<file path="src/rtl/taint_pkg.sv">
package taint_pkg;
   typedef enum logic [3:0] {
      K_NOP    = 4'd0,
      K_ALU    = 4'd1,
      K_XSELF  = 4'd2,
      K_LOAD   = 4'd3,
      K_SPECLD = 4'd4,
      K_STORE  = 4'd5,
      K_CHECK  = 4'd6,
      K_CMP    = 4'd7,
      K_CMPT   = 4'd8,
      K_SETT   = 4'd9,
      K_CLRT   = 4'd10,
      K_MOVSP  = 4'd11
   } op_kind_e;
   localparam int KIND_W = 4;
endpackage

</file>
<file path="src/rtl/taint_lane_eval.sv">
module taint_lane_eval
   import taint_pkg::*;
#(
   parameter int TW = 16
) (
   input  logic                valid,
   input  logic [KIND_W-1:0]   kind,
   input  logic                wr_en,
   input  logic                tag_a,
   input  logic                tag_b,
   input  logic                same_src,
   input  logic                mem_tag,
   input  logic                spec_fault,
   input  logic                relax,
   input  logic                cmp_raw,
   input  logic                cfg_addr_or,
   input  logic [TW-1:0]       rec_pc,
   output logic                wr,
   output logic                wr_val,
   output logic                store_tag,
   output logic                load_zero,
   output logic                pred_t,
   output logic                pred_f,
   output logic                redirect,
   output logic [TW-1:0]       redirect_pc,
   output logic                consume_fault,
   output logic                sec_viol
);
   logic addr_bad;
   assign addr_bad    = tag_a & ~relax;
   assign redirect_pc = rec_pc;

   always_comb begin
      wr            = 1'b0;
      wr_val        = 1'b0;
      store_tag     = 1'b0;
      load_zero     = 1'b0;
      pred_t        = 1'b0;
      pred_f        = 1'b0;
      redirect      = 1'b0;
      consume_fault = 1'b0;
      sec_viol      = 1'b0;
      if (valid) begin
         case (op_kind_e'(kind))
            K_ALU: begin
               wr     = wr_en;
               wr_val = tag_a | tag_b;
            end
            K_XSELF: begin
               wr     = wr_en;
               wr_val = same_src ? 1'b0 : (tag_a | tag_b);
            end
            K_LOAD: begin
               consume_fault = addr_bad;
               wr            = wr_en & ~addr_bad;
               wr_val        = mem_tag | (cfg_addr_or & tag_a);
            end
            K_SPECLD: begin
               wr        = wr_en;
               load_zero = spec_fault;
               wr_val    = spec_fault | mem_tag | (tag_a & (~relax | cfg_addr_or));
            end
            K_STORE: begin
               consume_fault = addr_bad;
               store_tag     = tag_b;
            end
            K_CHECK: redirect = tag_a;
            K_CMP: begin
               pred_t = ~(tag_a | tag_b) & cmp_raw;
               pred_f = ~(tag_a | tag_b) & ~cmp_raw;
            end
            K_CMPT: begin
               pred_t = cmp_raw;
               pred_f = ~cmp_raw;
            end
            K_SETT: begin
               wr     = wr_en;
               wr_val = 1'b1;
            end
            K_CLRT: begin
               wr     = wr_en;
               wr_val = 1'b0;
            end
            K_MOVSP: sec_viol = tag_a;
            default: ;
         endcase
      end
   end
endmodule

</file>
<file path="src/rtl/taint_tag_file.sv">
module taint_tag_file #(
   parameter int NREG  = 16,
   parameter int LANES = 2,
   parameter int NRD   = 2 * LANES,
   localparam int AW   = $clog2(NREG)
) (
   input  logic                 clk,
   input  logic                 rst_n,
   input  logic [LANES-1:0]     wr,
   input  logic [LANES*AW-1:0]  wr_idx,
   input  logic [LANES-1:0]     wr_val,
   input  logic [NRD*AW-1:0]    rd_idx,
   output logic [NRD-1:0]       rd_tag,
   output logic [NREG-1:0]      tag_vec
);
   logic [NREG-1:0] tag_q, tag_d;

   always_comb begin
      tag_d = tag_q;
      for (int l = 0; l < LANES; l++) begin
         if (wr[l] && wr_idx[l*AW +: AW] != '0)
            tag_d[wr_idx[l*AW +: AW]] = wr_val[l];
      end
      tag_d[0] = 1'b0;
   end

   always_ff @(posedge clk) begin
      if (!rst_n) tag_q <= '0;
      else        tag_q <= tag_d;
   end

   for (genvar p = 0; p < NRD; p++) begin : g_rd
      assign rd_tag[p] = tag_q[rd_idx[p*AW +: AW]];
   end

   assign tag_vec = tag_q;
endmodule

</file>
<file path="src/rtl/taint_tag_unit.sv">
module taint_tag_unit
   import taint_pkg::*;
#(
   parameter int NREG  = 16,
   parameter int LANES = 2,
   parameter int TW    = 16,
   localparam int AW   = $clog2(NREG)
) (
   input  logic                   clk,
   input  logic                   rst_n,
   input  logic                   cfg_load_addr_or,
   input  logic [LANES-1:0]       op_valid,
   input  logic [KIND_W*LANES-1:0] op_kind,
   input  logic [LANES-1:0]       wr_en,
   input  logic [AW*LANES-1:0]    src_a,
   input  logic [AW*LANES-1:0]    src_b,
   input  logic [AW*LANES-1:0]    dst,
   input  logic [LANES-1:0]       mem_tag,
   input  logic [LANES-1:0]       spec_fault,
   input  logic [LANES-1:0]       relax_addr,
   input  logic [LANES-1:0]       cmp_raw,
   input  logic [TW*LANES-1:0]    rec_target,
   output logic [LANES-1:0]       store_tag,
   output logic [LANES-1:0]       load_zero,
   output logic [LANES-1:0]       pred_t,
   output logic [LANES-1:0]       pred_f,
   output logic [LANES-1:0]       redirect_vld,
   output logic [TW*LANES-1:0]    redirect_pc,
   output logic [LANES-1:0]       consume_fault,
   output logic [LANES-1:0]       sec_viol,
   output logic [NREG-1:0]        tag_vec
);
   localparam int NRD = 2 * LANES;

   if (NREG < 2 || (NREG & (NREG - 1)) != 0) begin : g_bad_nreg
      $error("NREG must be a power of two of at least 2");
   end
   if (LANES < 1) begin : g_bad_lanes
      $error("LANES must be at least 1");
   end
   if (TW < 1) begin : g_bad_tw
      $error("TW must be at least 1");
   end

   logic [LANES-1:0]    wr, wr_val;
   logic [NRD*AW-1:0]   rd_idx;
   logic [NRD-1:0]      rd_tag;

   for (genvar l = 0; l < LANES; l++) begin : g_lane
      assign rd_idx[(2*l)*AW +: AW]   = src_a[l*AW +: AW];
      assign rd_idx[(2*l+1)*AW +: AW] = src_b[l*AW +: AW];

      taint_lane_eval #(.TW(TW)) eval_i (
         .valid         (op_valid[l]),
         .kind          (op_kind[l*KIND_W +: KIND_W]),
         .wr_en         (wr_en[l]),
         .tag_a         (rd_tag[2*l]),
         .tag_b         (rd_tag[2*l+1]),
         .same_src      (src_a[l*AW +: AW] == src_b[l*AW +: AW]),
         .mem_tag       (mem_tag[l]),
         .spec_fault    (spec_fault[l]),
         .relax         (relax_addr[l]),
         .cmp_raw       (cmp_raw[l]),
         .cfg_addr_or   (cfg_load_addr_or),
         .rec_pc        (rec_target[l*TW +: TW]),
         .wr            (wr[l]),
         .wr_val        (wr_val[l]),
         .store_tag     (store_tag[l]),
         .load_zero     (load_zero[l]),
         .pred_t        (pred_t[l]),
         .pred_f        (pred_f[l]),
         .redirect      (redirect_vld[l]),
         .redirect_pc   (redirect_pc[l*TW +: TW]),
         .consume_fault (consume_fault[l]),
         .sec_viol      (sec_viol[l])
      );
   end

   taint_tag_file #(.NREG(NREG), .LANES(LANES), .NRD(NRD)) file_i (
      .clk     (clk),
      .rst_n   (rst_n),
      .wr      (wr),
      .wr_idx  (dst),
      .wr_val  (wr_val),
      .rd_idx  (rd_idx),
      .rd_tag  (rd_tag),
      .tag_vec (tag_vec)
   );
endmodule

</file>
<file path="config.mk">
export PLATFORM = sky130hd
export DESIGN_NAME = taint_tag_unit
export DESIGN_NICKNAME = d
export VERILOG_FILES = /design/src/rtl/taint_pkg.sv /design/src/rtl/taint_lane_eval.sv /design/src/rtl/taint_tag_file.sv /design/src/rtl/taint_tag_unit.sv
export SDC_FILE = /design/constraint.sdc
export NUM_CORES = 1
export LEC_CHECK = 0
export CAP_MARGIN = 10
export CORE_MARGIN = 4
export CORE_UTILIZATION = 39
export DETAILED_ROUTE_END_ITERATION = 8
export HOLD_SLACK_MARGIN = 0.06
export PLACE_DENSITY = 0.85
export SKIP_CTS_REPAIR_TIMING = 1
export SYNTH_ARGS = -nofsm -noshare
export SYNTH_HDL_FRONTEND = slang
export SYNTH_HIERARCHICAL = 1
export SYNTH_SLANG_ARGS = --single-unit
</file>
<file path="constraint.sdc">
create_clock -name clk -period 3.55 [get_ports clk]
set_clock_uncertainty 0.2 [all_clocks]
set_input_delay 0.355 -clock clk [delete_from_list [all_inputs] [get_ports clk]]
set_output_delay 0.355 -clock clk [all_outputs]
set_load 0.01 [all_outputs]
</file>
Yosys cells after proc, flatten, opt, wreduce, memory -nomap -nowiden
Cells that the tools add are included.
Storage, ports and cells
  input bits: 79
  logic and storage cells: 128
  bits in registers: 16
  output and inout bits: 62
Operators by class
  bitwise gates (word level): 30
  reduce and logical (&&, ||, !) cells: 10
  multiplexer cells: 54
  equal/unequal tests: 24
  order comparisons: 8
Operator list (number)
  $mux W1: 36
  $bwmux W16: 2
  $eq A4 B3 Y1 const B: 8
  $eq A4 B4 Y1 const B: 8
  $mux W16: 2
  $lt A4 B5 Y1 const B: 6
  $bmux W1 S4: 4
  $eq A4 B2 Y1 const B: 4
  $and A1 B1 Y1: 12
  $pmux W1 S2: 6
  $or A1 B1 Y1: 10
  $pmux W1 S5: 2
  $reduce_or A5 Y1: 2
  $demux W1 S4: 2
  $eq A4 B1 Y1 const B: 2
  $eq A4 B4 Y1: 2
  $ge A4 B1 Y1 const B: 2
  $not A1 Y1: 8
  $reduce_bool A4 Y1: 2
  $logic_and A1 B1 Y1: 4
  $reduce_or A2 Y1: 2

Logic depth before layout (Yosys ltp)
  depth in word-level cells: 11
  depth in mapped cells: 12
  gate-level depth less buffers: 10

Cells and area by module
Netlist, hierarchy kept.
Modules (own cells, without submodules)
  taint_tag_file: seq. area each 300.3 um^2, cells an instance 196, instances 1, area an instance 1624.1 um^2
  taint_lane_eval: seq. area each 0.0 um^2, cells an instance 56, instances 2, area an instance 376.6 um^2
  taint_tag_unit: seq. area each 0.0 um^2, cells an instance 10, instances 1, area an instance 95.1 um^2

Worst setup path after synthesis
Ideal clock, no wire load.
  path type: input to register
  start point: in src_a[6]
  end point: reg file_i.tag_q[1], in the netlist file_i/tag_vec[1]
  cell stages on the path: 11
  arrival time: 2.487 ns
  setup time: 0.123 ns
  required time: 3.227 ns
  buffers on the path: 1
  slack: 0.740 ns
  cell sequence: buf_6 -> mux4_2 -> o22ai_1 -> a31oi_1 -> nor3_1 -> a21oi_1 -> and4b_1 -> a41o_1 -> or4b_4 -> o21ai_1 -> a31oi_1
On the way
  elaborated cells between the ends (all ways): 19
  classes of those cells: 1 x eq/ne; 9 x mux; 8 x bitwise; 1 x reduce/logical
RTL lines
  from (decl): line taint_tag_unit.sv:15  | input logic [AW*LANES-1:0] src_a,
  $bmux W1 S4 (*): line taint_tag_file.sv:33  | assign rd_tag[p] = tag_q[rd_idx[p*AW +: AW]];
  $mux W1 (implied by the code) (*): line taint_tag_file.sv:33
  via rd_tag[2]: line taint_tag_unit.sv:47  | logic [NRD-1:0] rd_tag;
  $and A1 B1 Y1 (tied with other cells): line taint_lane_eval.sv:61  | wr_val = spec_fault | mem_tag | (tag_a & (~relax | cfg_addr_or));
  $or A1 B1 Y1 (tied with other cells): line taint_lane_eval.sv:61
  $pmux W1 S5 (*): line taint_lane_eval.sv:44  | case (op_kind_e'(kind))
  $mux W1 (*): line taint_lane_eval.sv:43  | if (valid) begin
  via wr_val[1]: line taint_tag_unit.sv:45  | logic [LANES-1:0] wr, wr_val;
  $bwmux W16 (*): line taint_tag_file.sv:22  | tag_d[wr_idx[l*AW +: AW]] = wr_val[l];
  $mux W16 (*): line taint_tag_file.sv:21  | if (wr[l] && wr_idx[l*AW +: AW] != '0)
  to (signal assigned): line taint_tag_file.sv:29  | else tag_q <= tag_d;
  to (decl): line taint_tag_file.sv:16  | logic [NREG-1:0] tag_q, tag_d;
Mark *: on every way through the listed nets, which the timed path passes. The rest lies on a longest branch. The select of a mux whose other input is x is not followed.
A chain may end at the register's enable or synchronous reset.

Final worst setup path
  start point: in src_b[2]
  end point: out pred_t[0]
On the way
  longest elaborated chain between the ends: 7
Ends and longest elaborated chain
  from (decl): line taint_tag_unit.sv:16  | input logic [AW*LANES-1:0] src_b,
  $bmux W1 S4: line taint_tag_file.sv:33
  $mux W1 (implied by the code): line taint_tag_file.sv:33
  via rd_tag[1]: line taint_tag_unit.sv:47
  $or A1 B1 Y1: line taint_lane_eval.sv:69  | pred_t = ~(tag_a | tag_b) & cmp_raw;
  $not A1 Y1: line taint_lane_eval.sv:69
  $and A1 B1 Y1: line taint_lane_eval.sv:69
  $pmux W1 S2: line taint_lane_eval.sv:44
  $mux W1: line taint_lane_eval.sv:43
  to (decl): line taint_tag_unit.sv:25  | output logic [LANES-1:0] pred_t,
The timed path passes the listed nets, and every way through them passes these cells. The select of a mux whose other input is x is not followed.

==> metrics <==
clk buf depth=2; status=complete, no violations; hold path depth=2; pwr/cell area=168.2 nW/µm²; largest net degree at the start of global routing=16; syn_nets=397; Iter 0 DRT Violations=294; TritonRoute pass-1 iters=5; Pwr Total=0.5170 mW; Cell Area, Placed=3007 µm²; Top FF cell, synth=dfxtp_1; DIE HEIGHT=87.62 µm; Clock Power Share=0.267; HPWL Detailed=6.096 mm; crit path kind=in2out; Worst R2R Start=file_i/tag_vec[15]; internal power=0.3512 mW; Mapped Avg Cell Area=7.775 µm²; Initial Util=0.4103; Crit-path slowest cell=clkdlybuf4s50_1; R2R setup slack=0.59 ns; final hold vios=0; Leakage=1.103 nW; area leader, netlist=dfxtp_1; FP Rows=28; Clock Sink Count=15; Cells after DPL=428; met3 usage=0.04516; Post-synth top cells=buf_4 (35), nand2b_1 (27), nand2_1 (26), o21ai_0 (23), a31oi_1 (22); H-Tree Depth=1; Synth Cell Area=2472 µm²; fraction of layout cells with a size suffix above 1=0.09524; count leader, synth=buf_4; Max Fclk=292.4 MHz; antenna violations before repair=0; grt met2 use=0.3164; GR Util All Layers=0.1920; met1 Usage GRT=0.2520; final number of setup-violating endpoints=0; CP max FO=5; Num CTS Buffers=3; Peak supply drop=186.3 µV; Reg clk slew, reported paths=0.06 ns; ANT cells=0; gpl congestion=0.9474; EDFF count, synth=0; area of the multi-input gates=1775 µm²; NetSw=0.1658 mW; total wire length=7.659 mm; sequential share of the synthesized area=0.1215; top-area cell type share of the netlist area=0.1215; worst path arrival time=2.87 ns; Port Buf Inserts=75; post-route DRC violation count=0; Seq pwr share=0.332; first-pass GRT wire length=11.92 mm; logic gate share of total power=0.401; non-filler cells, final=432; crit end category=primary output; Sum Neg Setup Slack=0 ns; Min Hold Slack=0.3879 ns; R2R depth=10; ys async rst share=0; Critical Path Most Common Cell=clkdlybuf4s50_1; cells after synthesis=318; sw frac=0.3207; max reg flops=15; gr busiest metal=met2; HP Class=reg2reg; max-cap violations=0; I/O Pins=141; hold worst-path end=file_i/tag_vec[1]; Final Max Tran Viols=0; Tcrit/Tclk final=0.9635; Worst-Skew Late Latency=0.25 ns; # fillers=560; global route total overflow=0; CP required=2.99 ns; RSZ-0062 raised after global routing=false; die width=87.62 µm; synthesis-to-layout area growth=24.34%; drt via density=6.130; vias in the first global route=2502; synthesis-stage register bit count=15; kind of start point of the critical path=input port; HP Start=file_i/tag_vec[1]; CTS root buffer=clkbuf_8; core area=6026 µm²; finished layout cell area=3074 µm²; Syn. warnings=6; ANT nets after route=0; die area=7677 µm²; Final nets=437; CP max stage delay=0.62 ns; crit path cell chain=clkdlybuf4s50_1 -> mux4_1 -> o22ai_1 -> a31oi_1 -> nor4_1 -> o21ai_1 -> nor2_1 -> clkdlybuf4s50_1; Worst Path Buf+Inv=2; Synth area leaders=dfxtp_1 (12%), buf_4 (11%), nand2b_1 (6.8%); post-DR wirelength/cell=17.73 µm; CTS tree=built; register area=300.3 µm²; Tmin final=3.420 ns; distinct cell type count after synthesis=52; via count=2648; critical path's top delay family=buffers and inverters; RR Endpoint=file_i/tag_vec[2]
## placed cells by master (no fill, tap or decap), types with 9 or more instances in the layout
master / count
nand2b_1: 27
buf_4: 10
nor3_1: 9
a31oi_1: 20
o21ai_0: 23
nand2_1: 26
clkdlybuf4s50_1: 74
nand3_1: 14
dfxtp_1: 15
## power groups by stage
stage	Clock (mW)	Sequential, mW	Combinational (mW)
final	0.138	0.172	0.207
after global routing	0.150	0.172	0.224
after CTS	0.142	0.172	0.203
after detailed placement	0	0.175	0.203
after global placement	0	0.175	0.198
after floorplan	0	0.175	0.150
## worst max-delay path by stage
stage             start                end  slack (ns)  cells past startpoint
5_1_grt        src_b[6]          pred_t[1]       0.006                      9
3_3_place_gp   src_a[6]  file_i/tag_vec[1]        0.09                     11
3_5_place_dp   src_a[6]  file_i/tag_vec[2]       -0.03                     11
6_report       src_b[2]          pred_t[0]        0.13                      8
2_1_floorplan  src_a[6]  file_i/tag_vec[1]        0.74                     11
4_1_cts        src_a[6]   consume_fault[1]        0.02                      8
## cell type report
cell class / count / share of cell area
clock buffers: 3 / 0.01343
clock inverters: 1 / 0.001628
inverters: 8 / 0.009768
multi-input cells: 245 / 0.5775
flip-flops and latches: 15 / 0.09768
well taps: 75 / 0.03053
repair buffers: 85 / 0.2694
## worst reg2reg max path: cells and delay by family, from the launching register on
kind,cells,cell delay (ns)
and+or+nand+nor,3,0.94
muxes,1,0.49
DFF,1,0.39
AOI/OAI and AO/OA,6,0.79
## logic make-up (layout without fill, tap and decap cells)
kind of cell | after synthesis | after routing | share of synthesized area
simple gates | 134 | 134 | 0.3345
compound gates | 80 | 80 | 0.2080
buf+inv | 58 | 97 | 0.1680
mux | 20 | 20 | 0.1311
flops | 15 | 15 | 0.1215
xor+xnor | 10 | 10 | 0.03543
other cells | 1 | 1 | 0.001517
## per-stage QoR
stage                     utilization  setup slack [ns]
after floorplan                     -            0.7396
after global placement         0.4990           0.09365
after detailed placement       0.4990          -0.02898
after CTS                      0.5066           0.02239
after global routing           0.5102          0.005944
final                          0.5102            0.1297
## per-layer routing
layer	share of wire	up-vias
met5	0	-
met3	0.084	21
met2	0.47	151
li1	-	1242
met4	0.021	0
met1	0.42	1234
Power figures use the tool's default switching activity.
